<file path="src/rtl/tt_alu_pkg.sv">
package tt_alu_pkg;

    typedef enum logic [1:0] {
        OP_ADD   = 2'b00,
        OP_SUB   = 2'b01,
        OP_LOGIC = 2'b10,
        OP_LOGX  = 2'b11
    } alu_op_e;

    typedef enum logic [1:0] {
        GS_ZERO = 2'b00,
        GS_AND  = 2'b01,
        GS_ANDN = 2'b10
    } gen_sel_e;

    // truth tables indexed by {a,b}
    localparam logic [3:0] TT_XOR  = 4'b0110;
    localparam logic [3:0] TT_XNOR = 4'b1001;

endpackage

</file>
<file path="src/rtl/tt_alu_ctrl.sv">
module tt_alu_ctrl
    import tt_alu_pkg::*;
(
    input  logic [1:0] op_i,
    input  logic [3:0] tt_i,
    output logic [3:0] tt_eff_o,
    output gen_sel_e   gsel_o,
    output logic       cin_o
);

    always_comb begin
        tt_eff_o = tt_i;
        gsel_o   = GS_ZERO;
        cin_o    = 1'b0;
        unique case (alu_op_e'(op_i))
            OP_ADD: begin
                tt_eff_o = TT_XOR;
                gsel_o   = GS_AND;
                cin_o    = 1'b0;
            end
            OP_SUB: begin
                tt_eff_o = TT_XNOR;
                gsel_o   = GS_ANDN;
                cin_o    = 1'b1;
            end
            OP_LOGIC, OP_LOGX: begin
                tt_eff_o = tt_i;
                gsel_o   = GS_ZERO;
                cin_o    = 1'b0;
            end
            default: begin
                tt_eff_o = tt_i;
                gsel_o   = GS_ZERO;
                cin_o    = 1'b0;
            end
        endcase
    end

endmodule

</file>
<file path="src/rtl/tt_alu_pg.sv">
module tt_alu_pg
    import tt_alu_pkg::*;
#(
    parameter int W = 16
) (
    input  logic [W-1:0] a_i,
    input  logic [W-1:0] b_i,
    input  logic [3:0]   tt_i,
    input  gen_sel_e     gsel_i,
    output logic [W-1:0] p_o,
    output logic [W-1:0] g_o
);

    for (genvar i = 0; i < W; i++) begin : g_bit
        logic [1:0] idx;
        assign idx    = {a_i[i], b_i[i]};
        assign p_o[i] = tt_i[idx];

        always_comb begin
            unique case (gsel_i)
                GS_AND:  g_o[i] = a_i[i] & b_i[i];
                GS_ANDN: g_o[i] = a_i[i] & ~b_i[i];
                default: g_o[i] = 1'b0;
            endcase
        end
    end

endmodule

</file>
<file path="src/rtl/tt_alu_chain.sv">
module tt_alu_chain #(
    parameter int W = 16
) (
    input  logic [W-1:0] p_i,
    input  logic [W-1:0] g_i,
    input  logic         cin_i,
    output logic [W-1:0] sum_o,
    output logic         cout_o
);

    logic [W:0] c;
    assign c[0] = cin_i;

    for (genvar i = 0; i < W; i++) begin : g_stage
        assign c[i+1]   = g_i[i] | (p_i[i] & c[i]);
        assign sum_o[i] = p_i[i] ^ c[i];
    end

    assign cout_o = c[W];

    // with no generate and no carry-in the chain must pass P through
    always_comb begin
        if (g_i == '0 && !cin_i) begin
            AST_LOGIC_PASS: assert (sum_o == p_i && !cout_o);
        end
    end

endmodule

</file>
<file path="src/rtl/tt_alu.sv">
module tt_alu
    import tt_alu_pkg::*;
#(
    parameter int W = 16
) (
    input  logic         clk_i,
    input  logic         rst_i,
    input  logic [1:0]   op_i,
    input  logic [3:0]   tt_i,
    input  logic [W-1:0] a_i,
    input  logic [W-1:0] b_i,
    input  logic         ld_i,
    input  logic         oe_i,
    output logic [W-1:0] res_o,
    output logic         cout_o
);

    typedef struct packed {
        logic [W-1:0] res;
        logic         co;
    } state_t;

    logic [3:0]   tt_eff;
    gen_sel_e     gsel;
    logic         cin;
    logic [W-1:0] p, g, sum;
    logic         chain_co;
    state_t       st_d, st_q;

    tt_alu_ctrl u_ctrl (
        .op_i     (op_i),
        .tt_i     (tt_i),
        .tt_eff_o (tt_eff),
        .gsel_o   (gsel),
        .cin_o    (cin)
    );

    tt_alu_pg #(.W(W)) u_pg (
        .a_i    (a_i),
        .b_i    (b_i),
        .tt_i   (tt_eff),
        .gsel_i (gsel),
        .p_o    (p),
        .g_o    (g)
    );

    tt_alu_chain #(.W(W)) u_chain (
        .p_i    (p),
        .g_i    (g),
        .cin_i  (cin),
        .sum_o  (sum),
        .cout_o (chain_co)
    );

    always_comb begin
        st_d = st_q;
        if (ld_i) begin
            st_d.res = sum;
            st_d.co  = chain_co;
        end
    end

    always_ff @(posedge clk_i) begin
        if (rst_i) begin
            st_q <= '0;
        end else begin
            st_q <= st_d;
        end
    end

    assign res_o  = oe_i ? st_q.res : '0;
    assign cout_o = oe_i ? st_q.co  : 1'b0;

    AST_RESET_CLEAR: assert property (@(posedge clk_i)
        rst_i |=> (st_q.res == '0 && !st_q.co));

    AST_ADD_RESULT: assert property (@(posedge clk_i) disable iff (rst_i)
        (ld_i && op_i == 2'b00) |=>
            ({st_q.co, st_q.res} == $past({1'b0, a_i} + {1'b0, b_i})));

    AST_SUB_BORROW: assert property (@(posedge clk_i) disable iff (rst_i)
        (ld_i && op_i == 2'b01) |=>
            (st_q.res == $past(a_i - b_i) && st_q.co == $past(a_i >= b_i)));

    AST_HOLD_STATE: assert property (@(posedge clk_i) disable iff (rst_i)
        !ld_i |=> $stable(st_q));

    AST_OE_GATE: assert property (@(posedge clk_i) disable iff (rst_i)
        !oe_i |-> (res_o == '0 && !cout_o));

endmodule

</file>
<file path="config.mk">
export PLATFORM = sky130hd
export DESIGN_NAME = tt_alu
export DESIGN_NICKNAME = d
export VERILOG_FILES = /design/src/rtl/tt_alu_pkg.sv /design/src/rtl/tt_alu_ctrl.sv /design/src/rtl/tt_alu_pg.sv /design/src/rtl/tt_alu_chain.sv /design/src/rtl/tt_alu.sv
export SDC_FILE = /design/constraint.sdc
export NUM_CORES = 1
export LEC_CHECK = 0
export ABC_CLOCK_PERIOD_IN_PS = 22800
export CORE_MARGIN = 2
export CORE_UTILIZATION = 45
export CTS_BUF_LIST = sky130_fd_sc_hd__clkbuf_8
export CTS_CLUSTER_SIZE = 12
export DETAILED_ROUTE_END_ITERATION = 10
export GPL_ROUTABILITY_DRIVEN = 0
export PLACE_DENSITY_LB_ADDON = 0.15
export SETUP_SLACK_MARGIN = 0.2
export SLEW_MARGIN = 20
export SYNTH_ARGS = -nofsm -noshare
export SYNTH_HDL_FRONTEND = slang
export SYNTH_SLANG_ARGS = --single-unit
</file>
<file path="constraint.sdc">
create_clock -name clk_i -period 22.8 [get_ports clk_i]
set_input_delay 4.56 -clock clk_i [delete_from_list [all_inputs] [get_ports clk_i]]
set_output_delay 4.56 -clock clk_i [all_outputs]
set_load 0.02 [all_outputs]
</file>
; ---- Word level (Yosys, flattened, before mapping)
; Index checks and enable logic that the tools add are counted.
[totals]
regBits = 17
input_bits = 42
out_inout_bits = 17
elab_cells = 175
[op_classes]
n_lt_le_gt_ge = 16
n_eq_ne = 5
mux = 53
bitwise = 96
reduce_logical = 3
[op_table]
columns = cell, n
row1 = $and 1x1->1, 48
row2 = $lt 2x3->1 const B, 16
row3 = $pmux 1 s2, 17
row4 = $bmux 1 s2, 16
row5 = $mux 1, 17
row6 = $mux 16, 1
row7 = $not 1->1, 16
row8 = $or 1x1->1, 16
row9 = $xor 1x1->1, 16
row10 = $pmux 4 s3, 1
row11 = $eq 2x2->1 const B, 3
row12 = $pmux 2 s3, 1
row13 = $eq 2x1->1 const B, 2
row14 = $reduce_or 3->1, 1
row15 = $logic_not 2->1, 1
row16 = $reduce_or 2->1, 1

; ---- Depth between registers and ports, before layout
; Gate-level depths: netlist of the first run.
[logic_depth]
word_depth = 37
ltp_mapped = 38

; ---- Cells and area by module
; A second synthesis of the first run with hierarchy kept.
[hier_totals]
cells_unflattened = 173
hier_area_um2 = 1858.0
[by_module_without_submodules]
columns = mod, n_inst, cells_per_inst, area_each_um2, seq_area_each_um2
row1 = tt_alu_pg, 1, 58, 779.5, 0.0
row2 = tt_alu, 1, 73, 724.4, 340.3
row3 = tt_alu_chain, 1, 32, 300.3, 0.0
row4 = tt_alu_ctrl, 1, 10, 53.8, 0.0

; ---- Worst setup path after synthesis of the first run
; No wires, ideal clock.
[synth_timing]
path_kind = input -> register
from = input port op_i[0]
to = register st_q[16] (netlist name)
t_arrival_ps = 11490
setup_slack_ps = 11186
stages = 37
cell_sequence = buf_6 o21ai_0 buf_2 mux4_2 ha_1 a31o_2 ha_1 a31o_2 ha_1 a31o_2 ha_1 a31o_2 ha_1 a31o_2 ha_1 a31o_2 ha_1 a31o_2 ha_1 a31o_2 ha_1 a31o_2 ha_1 a31o_2 ha_1 a31o_2 ha_1 a31o_2 ha_1 a31o_2 ha_1 a31o_2 ha_1 a31o_2 ha_1 mux2i_1 nor2_1
[synth_via]
elab_chain_len = 36
word_cells_on_any_way = 89
classes_between = 5 x eq/ne / 50 x mux / 31 x bitwise / 3 x reduce/logical
[synth_rtl]
columns = element, line_no
row1 = start: declaration, tt_alu.sv:8  ; input logic [1:0] op_i,
row2 = $eq 2x2->1, tt_alu_ctrl.sv:15  ; unique case (alu_op_e'(op_i))
row3 = $reduce_or 2->1, --
row4 = $pmux 4 s3, tt_alu_ctrl.sv:15
row5 = $bmux 1 s2, tt_alu_pg.sv:17  ; assign p_o[i] = tt_i[idx];
row6 = $mux 1 (not written as such), tt_alu_pg.sv:17
row7 = $and 1x1->1, tt_alu_chain.sv:15  ; assign c[i+1] = g_i[i] | (p_i[i] & c[i]);
row8 = $or 1x1->1, tt_alu_chain.sv:15
row9 = $and 1x1->1, tt_alu_chain.sv:15
row10 = [... 21 more ...], --
row11 = $and 1x1->1, tt_alu_chain.sv:15
row12 = $or 1x1->1, tt_alu_chain.sv:15
row13 = $and 1x1->1, tt_alu_chain.sv:15
row14 = $or 1x1->1, tt_alu_chain.sv:15
row15 = $and 1x1->1, tt_alu_chain.sv:15
row16 = $or 1x1->1, tt_alu_chain.sv:15
row17 = $xor 1x1->1 (*), tt_alu_chain.sv:16  ; assign sum_o[i] = p_i[i] ^ c[i];
row18 = named net sum[15], tt_alu.sv:26  ; logic [W-1:0] p, g, sum;
row19 = end signal: assignment, tt_alu.sv:67  ; st_q <= st_d;
row20 = end: declaration, tt_alu.sv:28  ; state_t st_d, st_q;
; The timed path passes the listed nets; every way through them passes the cells marked *. The select of a mux whose other input is x is not followed.
; A chain may end at the register's enable or synchronous reset.

; ---- Final worst setup path of the first run
[layout_timing]
from = input port op_i[0]
to = register st_q[0] (netlist name)
[layout_via]
elab_chain_len = 37
word_cells_on_any_way = 91
classes_between = 5 x eq/ne / 51 x mux / 32 x bitwise / 3 x reduce/logical
[layout_rtl]
columns = element, line_no
row1 = $eq 2x2->1, tt_alu_ctrl.sv:15
row2 = $reduce_or 2->1, --
row3 = $pmux 4 s3, tt_alu_ctrl.sv:15
row4 = $bmux 1 s2, tt_alu_pg.sv:17
row5 = $mux 1 (not written as such), tt_alu_pg.sv:17
row6 = $and 1x1->1, tt_alu_chain.sv:15
row7 = $or 1x1->1, tt_alu_chain.sv:15
row8 = $and 1x1->1, tt_alu_chain.sv:15
row9 = [... 21 more ...], --
row10 = $and 1x1->1, tt_alu_chain.sv:15
row11 = $or 1x1->1, tt_alu_chain.sv:15
row12 = $and 1x1->1, tt_alu_chain.sv:15
row13 = $or 1x1->1, tt_alu_chain.sv:15
row14 = $and 1x1->1, tt_alu_chain.sv:15
row15 = $or 1x1->1, tt_alu_chain.sv:15
row16 = $and 1x1->1, tt_alu_chain.sv:15
row17 = $or 1x1->1 (*), tt_alu_chain.sv:15
; Every way passes the cells marked *; elsewhere a longest branch is shown, timed or not. The select of a mux whose other input is x is not followed.

==> impl_results.md, run 1 <==
* Routed vias/inst at 5.518
* Antenna cell count at 0
* Most frequent cells in the layout: 58 x clkdlybuf4s50_1, 17 x and2_1, 17 x nor2_1, 17 x dfxtp_1
* IO Pins at 59
* GR Overflow Total at 0
* Avg Cell Area, Syn at 10.63 um^2
* Clock Pin Slew Worst Setup and Hold Paths at 0.06 ns
* Cts hold-fix bufs at 0
* Area grow syn2layout at 38.65%
* Slew @ Worst Pin at 1.047 ns
* Max reg flops at 17
* Max-slew violations at 0
* Final hold vios at 0
* Hold EP: st_q[0]
* R2r setup slk at 22.12 ns
* RR Startpoint: st_q[0]
* Fin crit share at 56.48%
* Rows at 21
* Critical Path Fanout Max at 19
* Hold Path Depth at 2
* Root buffer cell: clkbuf_8
* F_max at 77.65 MHz
* Seq/Total Area, Yosys at 20.65%
* Worst slack, placed at 9.699 ns
* Worst Setup Start Kind: input pin
* # nets final at 266
* Synth Register Bits at 17
* Reg2Reg Capture Point: st_q[0]
* Power Dens Cells at 45.16 nW/um^2
* Setup bufs post-CTS at 0
* Worst path most repeated cell: ha_1
* Min Tclk post-route at 12.88 ns
* Clk buf depth at 2
* 1st-iter DRT viols at 105
* Arrival time at the worst endpoint at 12.96 ns
* Vias in the first global route at 1432
* Layout Skew at 0 ns
* Max-cap violations at 0
* Worst path max stage delay at 1.16 ns
* First-pass GRT wire length at 6.886 mm
* H-tree Lvls at 1
* Yosys cell types at 20
* Total GRT Usage at 21.24%
* Share of cells above drive strength 1 at 17.39%
* Total number of vias at 1396
* Hold WC Path Type: reg -> reg
* Mapped cell area at 1648 um^2
* Slew Limit Headroom at 30.00%
* Core box area at 3416 um^2
* Final Util at 66.89%
* FILL cells at 307
* CTS tree: yes
* Worst R2R Path Depth at 2
* Worst setup EP type: flop
* Biggest regs: st_q: 17 flops
* Status: completed
* CP required at 22.88 ns
* Worst setup margin at 9.922 ns
* Cell count after synthesis at 155
* Net Count, Synth at 213
* Post-route DRC at 0
* Post-DRT Antenna Nets at 0
* Maximum vdd ir drop at 0.00004930 V
* Detail Placement HPWL at 3.151 mm
* Largest net degree at the start of global routing at 20
* Final setup fails at 0
* Launch point of the worst hold path: st_q[0]
* RSZ-0062 raised after global routing: no
* Drt pass-1 iters at 4
* Die ar. at 4162 um^2
* CP Class: in -> reg
* Die H at 64.52 um
* Die width at 64.52 um
* Leak pwr at 0.9909 nW
* Final wirelength at 4.107 mm
* Biggest register: st_q
* Yosys Warn Count at 0
* Antenna violations before repair at 0
* Critical-path top delay cell: clkdlybuf4s50_1
* Buffers on Ports at 58
* Initial core utilization at 48.24%
* Clk_lat worst skew at 0.24 ns
* CTS buffer count at 3
* CTS resizes at 0
* WL per Instance at 16.23 um
* Sum Neg Setup Slack at 0 ns
* Most common cell after layout, fill and taps aside: clkdlybuf4s50_1
* CTS sink count at 17
per-stage QoR:
stage	instances	cell area [um^2]	power [W]	hold slack, ns
floorplan	155	1648	0.00006307	0.4515
global placement	249	2240	0.00008146	0.4683
detailed placement	249	2240	0.00008304	0.4748
CTS	253	2285	0.0001043	0.4823
global route	253	2285	0.0001106	0.5214
finish	253	2285	0.0001032	0.4837
worst max path at each step:
stage | start | endpoint | depth (start not counted)
final | op_i[0] | st_q[0] | 37
after CTS | op_i[0] | st_q[0] | 37
after detailed placement | op_i[0] | st_q[0] | 37
after global routing | op_i[0] | st_q[0] | 37
after floorplan | op_i[0] | st_q[16] | 37
after global placement | op_i[0] | st_q[0] | 37
synthesized netlist by cell type:
| cell | count | share of area [%] |
|---|---|---|
| and2_1 | 17 | 6.5 |
| dfxtp_1 | 17 | 21 |
| nor2_1 | 17 | 3.9 |
| ha_1 | 16 | 12 |
| mux2i_1 | 16 | 9.7 |
| xor2_1 | 16 | 8.5 |
| a31o_2 | 15 | 8.0 |
| mux4_2 | 13 | 18 |
| buf_2 | 6 | 1.8 |
| clkbuf_1 | 4 | 0.91 |
| nand2_1 | 4 | 0.91 |
| mux4_1 | 3 | 4.8 |
| inv_1 | 2 | 0.46 |
| nand2_2 | 2 | 0.76 |
| o21ai_0 | 2 | 0.61 |
| a211oi_1 | 1 | 0.46 |
| a31oi_1 | 1 | 0.38 |
| buf_6 | 1 | 0.68 |
| clkbuf_2 | 1 | 0.30 |
| nand2b_4 | 1 | 0.84 |
layout make-up:
class                   instances  area [um^2]  share of cell area (%)
repair buffers                 60        595.6                   26.07
clock inverters                 1        3.754                  0.1643
multi-input cells             124         1239                   54.22
flip-flops and latches         17        340.3                   14.90
inverters                       2        7.507                  0.3286
clock buffers                   3        41.29                   1.807
well taps                      46        57.56                   2.519
cells by family (layout without fill, tap and decap cells):
logic type | Yosys count | in the layout | share of synthesized area, %
xor+xnor | 16 | 16 | 8.504
buf+inv | 14 | 66 | 4.176
fa+ha+maj | 16 | 16 | 12.15
mux | 32 | 32 | 32.27
flops | 17 | 17 | 20.65
simple gates | 41 | 41 | 12.83
compound gates | 19 | 19 | 9.416
layer usage:
| metal | vias up | share of wire (%) | GRT usage, % |
|---|---|---|---|
| met5 | - | 0 | 0 |
| met4 | 0 | 0.41 | 5.585 |
| met3 | 2 | 5.2 | 1.563 |
| met2 | 46 | 49 | 35.81 |
| met1 | 673 | 45 | 29.56 |
| li1 | 675 | - | - |
power breakdown:
part           switching (W)  leakage (nW)  internal [W]
combinational      0.0000209         0.824     0.0000266
sequential        0.00000153         0.140     0.0000333
clock             0.00000894        0.0269     0.0000119
total              0.0000314         0.991     0.0000718
critical path: cells and delay by family:
kind	cells	cell delay, ns
compound gates	18	3.72
fa+ha+maj	16	2.81
mux	1	0.47
buf+inv	2	1.40
(Power assumes the default switching activity.)
==> inputs of run 2 (changes only) <==
--- a/config.mk
+++ b/config.mk
@@ -5,9 +5,9 @@
 export SDC_FILE = /design/constraint.sdc
 export NUM_CORES = 1
 export LEC_CHECK = 0
-export ABC_CLOCK_PERIOD_IN_PS = 22800
+export ABC_CLOCK_PERIOD_IN_PS = 10610
 export CORE_MARGIN = 2
-export CORE_UTILIZATION = 45
+export CORE_UTILIZATION = 42
 export CTS_BUF_LIST = sky130_fd_sc_hd__clkbuf_8
 export CTS_CLUSTER_SIZE = 12
 export DETAILED_ROUTE_END_ITERATION = 10
==> constraint.sdc (replaced) <==
create_clock -name clk_i -period 10.61 [get_ports clk_i]
set_input_delay 2.122 -clock clk_i [delete_from_list [all_inputs] [get_ports clk_i]]
set_output_delay 2.122 -clock clk_i [all_outputs]
set_load 0.02 [all_outputs]
==> run 2 against run 1 <==
- clock power up 120%
- clock skew is the same
- setup slack worse by 9.2 ns
- utilization shrank 4.9 points
- wire length up 6.1%
- global-route usage down 0.26 points
- via count rose by 1.0%
- final cell count grew 1.6%
- highest routed layer unchanged
==> impl_results.md, run 2 (synthesis results as in run 1) <==
* Total number of vias at 1410 (was 1396)
* IO Pins at 59 (unchanged)
* WL per Instance at 16.96 um (was 16.23 um)
* CP required at 10.69 ns (was 22.88 ns)
* Kind of cell adding the most delay to the critical path: compound AO/OA/AOI/OAI gates (unchanged)
* Gate power share at 46.5% (was 46.1%)
* Final setup fails at 0 (unchanged)
* Hold WC Path Type: reg -> reg (unchanged)
* H-tree Lvls at 1 (unchanged)
* 1st-iter DRT viols at 69 (was 105)
* Die width at 66.64 um (was 64.52 um)
* Rows at 22 (was 21)
* Maximum vdd ir drop at 0.00008275 V (was 0.00004930 V)
* Leak pwr at 1.001 nW (was 0.9909 nW)
* # nets final at 268 (was 266)
* Max-cap violations at 0 (unchanged)
* Max reg flops at 17 (unchanged)
* Buffers on Ports at 58 (unchanged)
* Core box area at 3716 um^2 (was 3416 um^2)
* Root buffer cell: clkbuf_8 (unchanged)
* Hold Worst Slack at 0.4835 ns (was 0.4837 ns)
* Largest net degree at the start of global routing at 19 (was 20)
* Worst Setup Start Kind: input pin (unchanged)
* GR Overflow Total at 0 (unchanged)
* Biggest regs: st_q: 17 flops (unchanged)
* Fin crit share at 92.73%
* Antenna violations before repair at 0 (unchanged)
* Biggest register: st_q (unchanged)
* Power Dens Cells at 97.05 nW/um^2 (was 45.16 nW/um^2)
* Buf/Inv on CP at 1 (was 2)
* Clk_lat worst skew at 0.24 ns (about the same)
* Post-DRT Antenna Nets at 0 (unchanged)
* Register share of total power at 33.5% (was 33.7%)
* F_max at 101.6 MHz
* CTS buffer count at 3 (unchanged)
* Total GRT Usage at 20.98% (was 21.24%)
* Worst setup EP type: flop (unchanged)
* Most common cell after layout, fill and taps aside: clkdlybuf4s50_1 (unchanged)
* Die ar. at 4440 um^2 (was 4162 um^2)
* Die H at 66.64 um (was 64.52 um)
* Pint at 0.0001549 W (was 0.00007177 W)
* Status: completed (unchanged)
* Most frequent cells in the layout: 58 x clkdlybuf4s50_1, 17 x and2_1, 17 x nor2_1, 17 x dfxtp_1 (unchanged)
* Slew Limit Headroom at 33.52% (was 30.00%)
* Slew @ Worst Pin at 0.9941 ns (was 1.047 ns)
* Worst path max stage delay at 0.61 ns (was 1.16 ns)
* Vias in the first global route at 1475 (was 1432)
* CTS resizes at 0 (unchanged)
* Clock share of power at 20.0% (was 20.2%)
* Antenna cell count at 0 (unchanged)
* CP Class: in -> reg (unchanged)
* Drt pass-1 iters at 4 (unchanged)
* Final wirelength at 4.358 mm (was 4.107 mm)
* Worst path most repeated cell: ha_1 (unchanged)
* Detail Placement HPWL at 3.307 mm (was 3.151 mm)
* Share of cells above drive strength 1 at 18.18% (was 17.39%)
* Min Tclk post-route at 9.839 ns
* CTS sink count at 17 (unchanged)
* First-pass GRT wire length at 7.024 mm (was 6.886 mm)
* Clock Pin Slew Worst Setup and Hold Paths at 0.06 ns (about the same)
* Layout Skew at 0 ns (unchanged)
* Setup bufs post-CTS at 0 (unchanged)
* CTS tree: yes (unchanged)
* RSZ-0062 raised after global routing: no (unchanged)
* Cts hold-fix bufs at 0 (unchanged)
* Clk buf depth at 2 (unchanged)
* Area grow syn2layout at 39.71% (was 38.65%)
* P_sw at 0.00006848 W (was 0.00003140 W)
* Final hold vios at 0 (unchanged)
* Critical-path top delay cell: clkdlybuf4s50_1 (unchanged)
* Post-route DRC at 0 (unchanged)
* Initial core utilization at 44.34% (was 48.24%)
* Routed vias/inst at 5.486 (was 5.518)
* Arrival time at the worst endpoint at 9.92 ns (was 12.96 ns)
* Sum Neg Setup Slack at 0 ns (unchanged)
* Max-slew violations at 0 (unchanged)
* Switch share at 30.65% (was 30.43%)
* Critical Path Fanout Max at 16 (was 19)
-- run 2: changes by cell type in the layout (fill, tap and decap cells not counted) --
cell	before	now
buf_4	2	4
-- run 2: path summary, 6_finish.rpt --
check | from | endpoint | slack, ns | cells past startpoint
setup / recovery | op_i[1] | st_q[0] | 0.77 | 37
hold / removal | st_q[13] | st_q[13] | 0.48 | 2
setup reg to reg | st_q[0] | st_q[0] | 9.91 | 2
hold reg to reg | st_q[13] | st_q[13] | 0.48 | 2
-- run 2: stage by stage --
stage | utilization (%) | power [W] | instance area (um^2) | std cells | setup slack (ns)
after floorplan | - | 0.0001355 | 1648 | 155 | 1.434
after global placement | 60.74 | 0.0001766 | 2257 | 253 | 0.6676
after detailed placement | 60.74 | 0.0001800 | 2257 | 253 | 0.5282
after CTS | 61.95 | 0.0002265 | 2302 | 257 | 0.7532
after global routing | 61.95 | 0.0002394 | 2302 | 257 | 0.4282
final | 61.95 | 0.0002234 | 2302 | 257 | 0.7715
-- run 2: worst reg2reg max path, stage by stage (launching register included) --
cell      delay [ns]
dfxtp_1         0.33
nor2_1          0.04
a211oi_1        0.23
-- run 2: cell type report --
type / instances / area, um^2
fill: 312 / 1414
sequential: 17 / 340.3
multi-input combinational: 124 / 1239
timing repair buffer: 62 / 610.6
clock buffer: 3 / 41.29
inverter: 2 / 7.507
tap: 48 / 60.06
clock inverter: 1 / 3.754
-- run 2: routing by layer --
| layer | vias up | routed length (um) | global-route usage [%] |
|---|---|---|---|
| met1 | 679 | 2021 | 28.03 |
| met2 | 45 | 2059 | 35.38 |
| met4 | 0 | 68 | 6.378 |
| met5 | - | 0 | 0 |
| li1 | 679 | - | - |
| met3 | 7 | 208 | 2.534 |
-- run 2: power groups by stage --
stage               Clock (W)  Combinational (W)  Sequential, W
floorplan                   0          0.0000605      0.0000750
global placement            0           0.000101      0.0000758
detailed placement          0           0.000104      0.0000762
CTS                 0.0000465           0.000105      0.0000748
global route        0.0000495           0.000114      0.0000755
finish              0.0000448           0.000104      0.0000748
==> inputs of run 3 (changes only) <==
--- a/config.mk
+++ b/config.mk
@@ -12,7 +12,7 @@
 export CTS_CLUSTER_SIZE = 12
 export DETAILED_ROUTE_END_ITERATION = 10
 export GPL_ROUTABILITY_DRIVEN = 0
-export PLACE_DENSITY_LB_ADDON = 0.15
+export PLACE_DENSITY = 0.79
 export SETUP_SLACK_MARGIN = 0.2
 export SLEW_MARGIN = 20
 export SYNTH_ARGS = -nofsm -noshare
==> run 3 against run 2 <==
- register-to-register slack is essentially flat
- clock skew is the same
- first-iteration DRC count grew 71%
- sequential cell count is the same
- design area shrank 0.33%
- wire length shrank 3.4%
- combinational power is essentially flat
- setup slack lost 0.011 ns
- sequential power is essentially flat
- critical endpoint unchanged
- largest power group unchanged
==> impl_results.md, run 3 (synthesis results as in run 1) <==
* Die ar. at 4440 um^2 (unchanged)
* Most frequent cells in the layout: 58 x clkdlybuf4s50_1, 17 x and2_1, 17 x nor2_1, 17 x dfxtp_1 (unchanged)
* RR Startpoint: st_q[0] (unchanged)
* # nets final at 267 (was 268)
* Worst path max stage delay at 0.64 ns (was 0.61 ns)
* CP Class: in -> reg (unchanged)
* Die H at 66.64 um (unchanged)
* Slew Limit Headroom at 36.15% (was 33.52%)
* Worst setup EP type: flop (unchanged)
* Final wirelength at 4.208 mm (was 4.358 mm)
* Final setup fails at 0 (unchanged)
* Clk buf depth at 2 (unchanged)
* CTS buffer count at 3 (unchanged)
* Vias in the first global route at 1466 (was 1475)
* Final hold vios at 0 (unchanged)
* Clock Pin Slew Worst Setup and Hold Paths at 0.06 ns (about the same)
* Drt pass-1 iters at 5 (was 4)
* Total number of vias at 1377 (was 1410)
* Max-slew violations at 0 (unchanged)
* Worst R2R Path Depth at 2 (unchanged)
* Max reg flops at 17 (unchanged)
* Arrival time at the worst endpoint at 9.93 ns (was 9.92 ns)
* Routed vias/inst at 5.379 (was 5.486)
* Sum Neg Setup Slack at 0 ns (unchanged)
* CTS sink count at 17 (unchanged)
* Critical Path Fanout Max at 16 (unchanged)
* Fin crit share at 92.83% (was 92.73%)
* Slew @ Worst Pin at 0.9548 ns (was 0.9941 ns)
* R2r setup slk at 9.92 ns (was 9.91 ns)
* Worst Setup Start Kind: input pin (unchanged)
* Buffers on Ports at 58 (unchanged)
* Share of cells above drive strength 1 at 17.79% (was 18.18%)
* Hold WC Path Type: reg -> reg (unchanged)
* First-pass GRT wire length at 6.851 mm (was 7.024 mm)
* Status: completed (unchanged)
* Initial core utilization at 44.34% (unchanged)
* Most common cell after layout, fill and taps aside: clkdlybuf4s50_1 (unchanged)
* RSZ-0062 raised after global routing: no (unchanged)
* IO Pins at 59 (unchanged)
* Die width at 66.64 um (unchanged)
* CTS tree: yes (unchanged)
* Detail Placement HPWL at 3.272 mm (was 3.307 mm)
* Root buffer cell: clkbuf_8 (unchanged)
* CP required at 10.69 ns (about the same)
* Leak pwr at 0.9957 nW (was 1.001 nW)
* Layout Skew at 0 ns (unchanged)
* Critical Path Start: op_i[0] (was op_i[1])
* CTS resizes at 0 (unchanged)
* Biggest register: st_q (unchanged)
* 1st-iter DRT viols at 118 (was 69)
* Rows at 22 (unchanged)
* Area grow syn2layout at 39.26% (was 39.71%)
* Reg2Reg Capture Point: st_q[0] (unchanged)
* GR Overflow Total at 0 (unchanged)
* Max-cap violations at 0 (unchanged)
* Hold Worst Slack at 0.4858 ns (was 0.4835 ns)
* Clk_lat worst skew at 0.24 ns (about the same)
* Crit path to: st_q[0] (unchanged)
* Core box area at 3716 um^2 (unchanged)
* Largest net degree at the start of global routing at 19 (unchanged)
* Cts hold-fix bufs at 0 (unchanged)
* Power Dens Cells at 97.32 nW/um^2 (was 97.05 nW/um^2)
* Setup bufs post-CTS at 0 (unchanged)
* WL per Instance at 16.44 um (was 16.96 um)
* Worst path most repeated cell: ha_1 (unchanged)
* Post-DRT Antenna Nets at 0 (unchanged)
* Total GRT Usage at 20.38% (was 20.98%)
* Biggest regs: st_q: 17 flops (unchanged)
* Critical-path top delay cell: clkdlybuf4s50_1 (unchanged)
* H-tree Lvls at 1 (unchanged)
* Antenna cell count at 0 (unchanged)
* Antenna violations before repair at 0 (unchanged)
* F_max at 101.5 MHz (was 101.6 MHz)
* Maximum vdd ir drop at 0.00008043 V (was 0.00008275 V)
* Post-route DRC at 0 (unchanged)
* Min Tclk post-route at 9.850 ns (was 9.839 ns)
==> run 3: worst min path at each step <==
stage,start,to,cells past startpoint
finish,st_q[1],st_q[1],2
detailed placement,st_q[1],st_q[1],2
CTS,st_q[0],st_q[0],2
global route,st_q[6],st_q[6],2
floorplan,st_q[10],st_q[10],2
global placement,st_q[12],st_q[12],2
==> run 3: area by class of cell <==
class | instances | area [um^2]
inverters | 2 | 7.507
fillers | 317 | 1421
clock inverters | 1 | 3.754
well taps | 48 | 60.06
repair buffers | 61 | 603.1
clock buffers | 3 | 41.29
flip-flops and latches | 17 | 340.3
multi-input cells | 124 | 1239
==> run 3: per-stage QoR <==
| step | total power (W) | area, um^2 | std cells | setup WS (ns) | utilization, % |
|---|---|---|---|---|---|
| 2_1_floorplan | 0.0001355 | 1648 | 155 | 1.434 | - |
| 3_3_place_gp | 0.0001748 | 2250 | 252 | 0.6940 | 60.54 |
| 3_5_place_dp | 0.0001794 | 2250 | 252 | 0.4674 | 60.54 |
| 4_1_cts | 0.0002257 | 2295 | 256 | 0.7352 | 61.75 |
| 5_1_grt | 0.0002378 | 2295 | 256 | 0.4307 | 61.75 |
| 6_report | 0.0002233 | 2295 | 256 | 0.7604 | 61.75 |
==> run 3: power breakdown <==
part	leakage, nW	total (W)	switching (W)	internal, W
logic	0.829	0.000103	0.0000458	0.0000573
registers	0.140	0.0000748	0.00000332	0.0000715
clock network	0.0269	0.0000454	0.0000198	0.0000256
total	0.996	0.000223	0.0000689	0.000154
==> run 3: metal layers <==
| metal | part of all wire, % | up-vias | track usage, % |
|---|---|---|---|
| li1 | - | 675 | - |
| met1 | 44 | 665 | 25.69 |
| met2 | 52 | 33 | 36.13 |
| met3 | 3.4 | 4 | 1.351 |
| met4 | 1.1 | 0 | 7.908 |
| met5 | 0 | - | 0 |
==> run 3: worst max-delay path, delay by kind of cell <==
kind,cells,cell delay (ns)
buffers and inverters,1,0.64
AO/OA/AOI/OAI,17,3.47
adder cells (fa/ha/maj),16,2.81
multiplexers,1,0.50
AND/OR/NAND/NOR,2,0.39
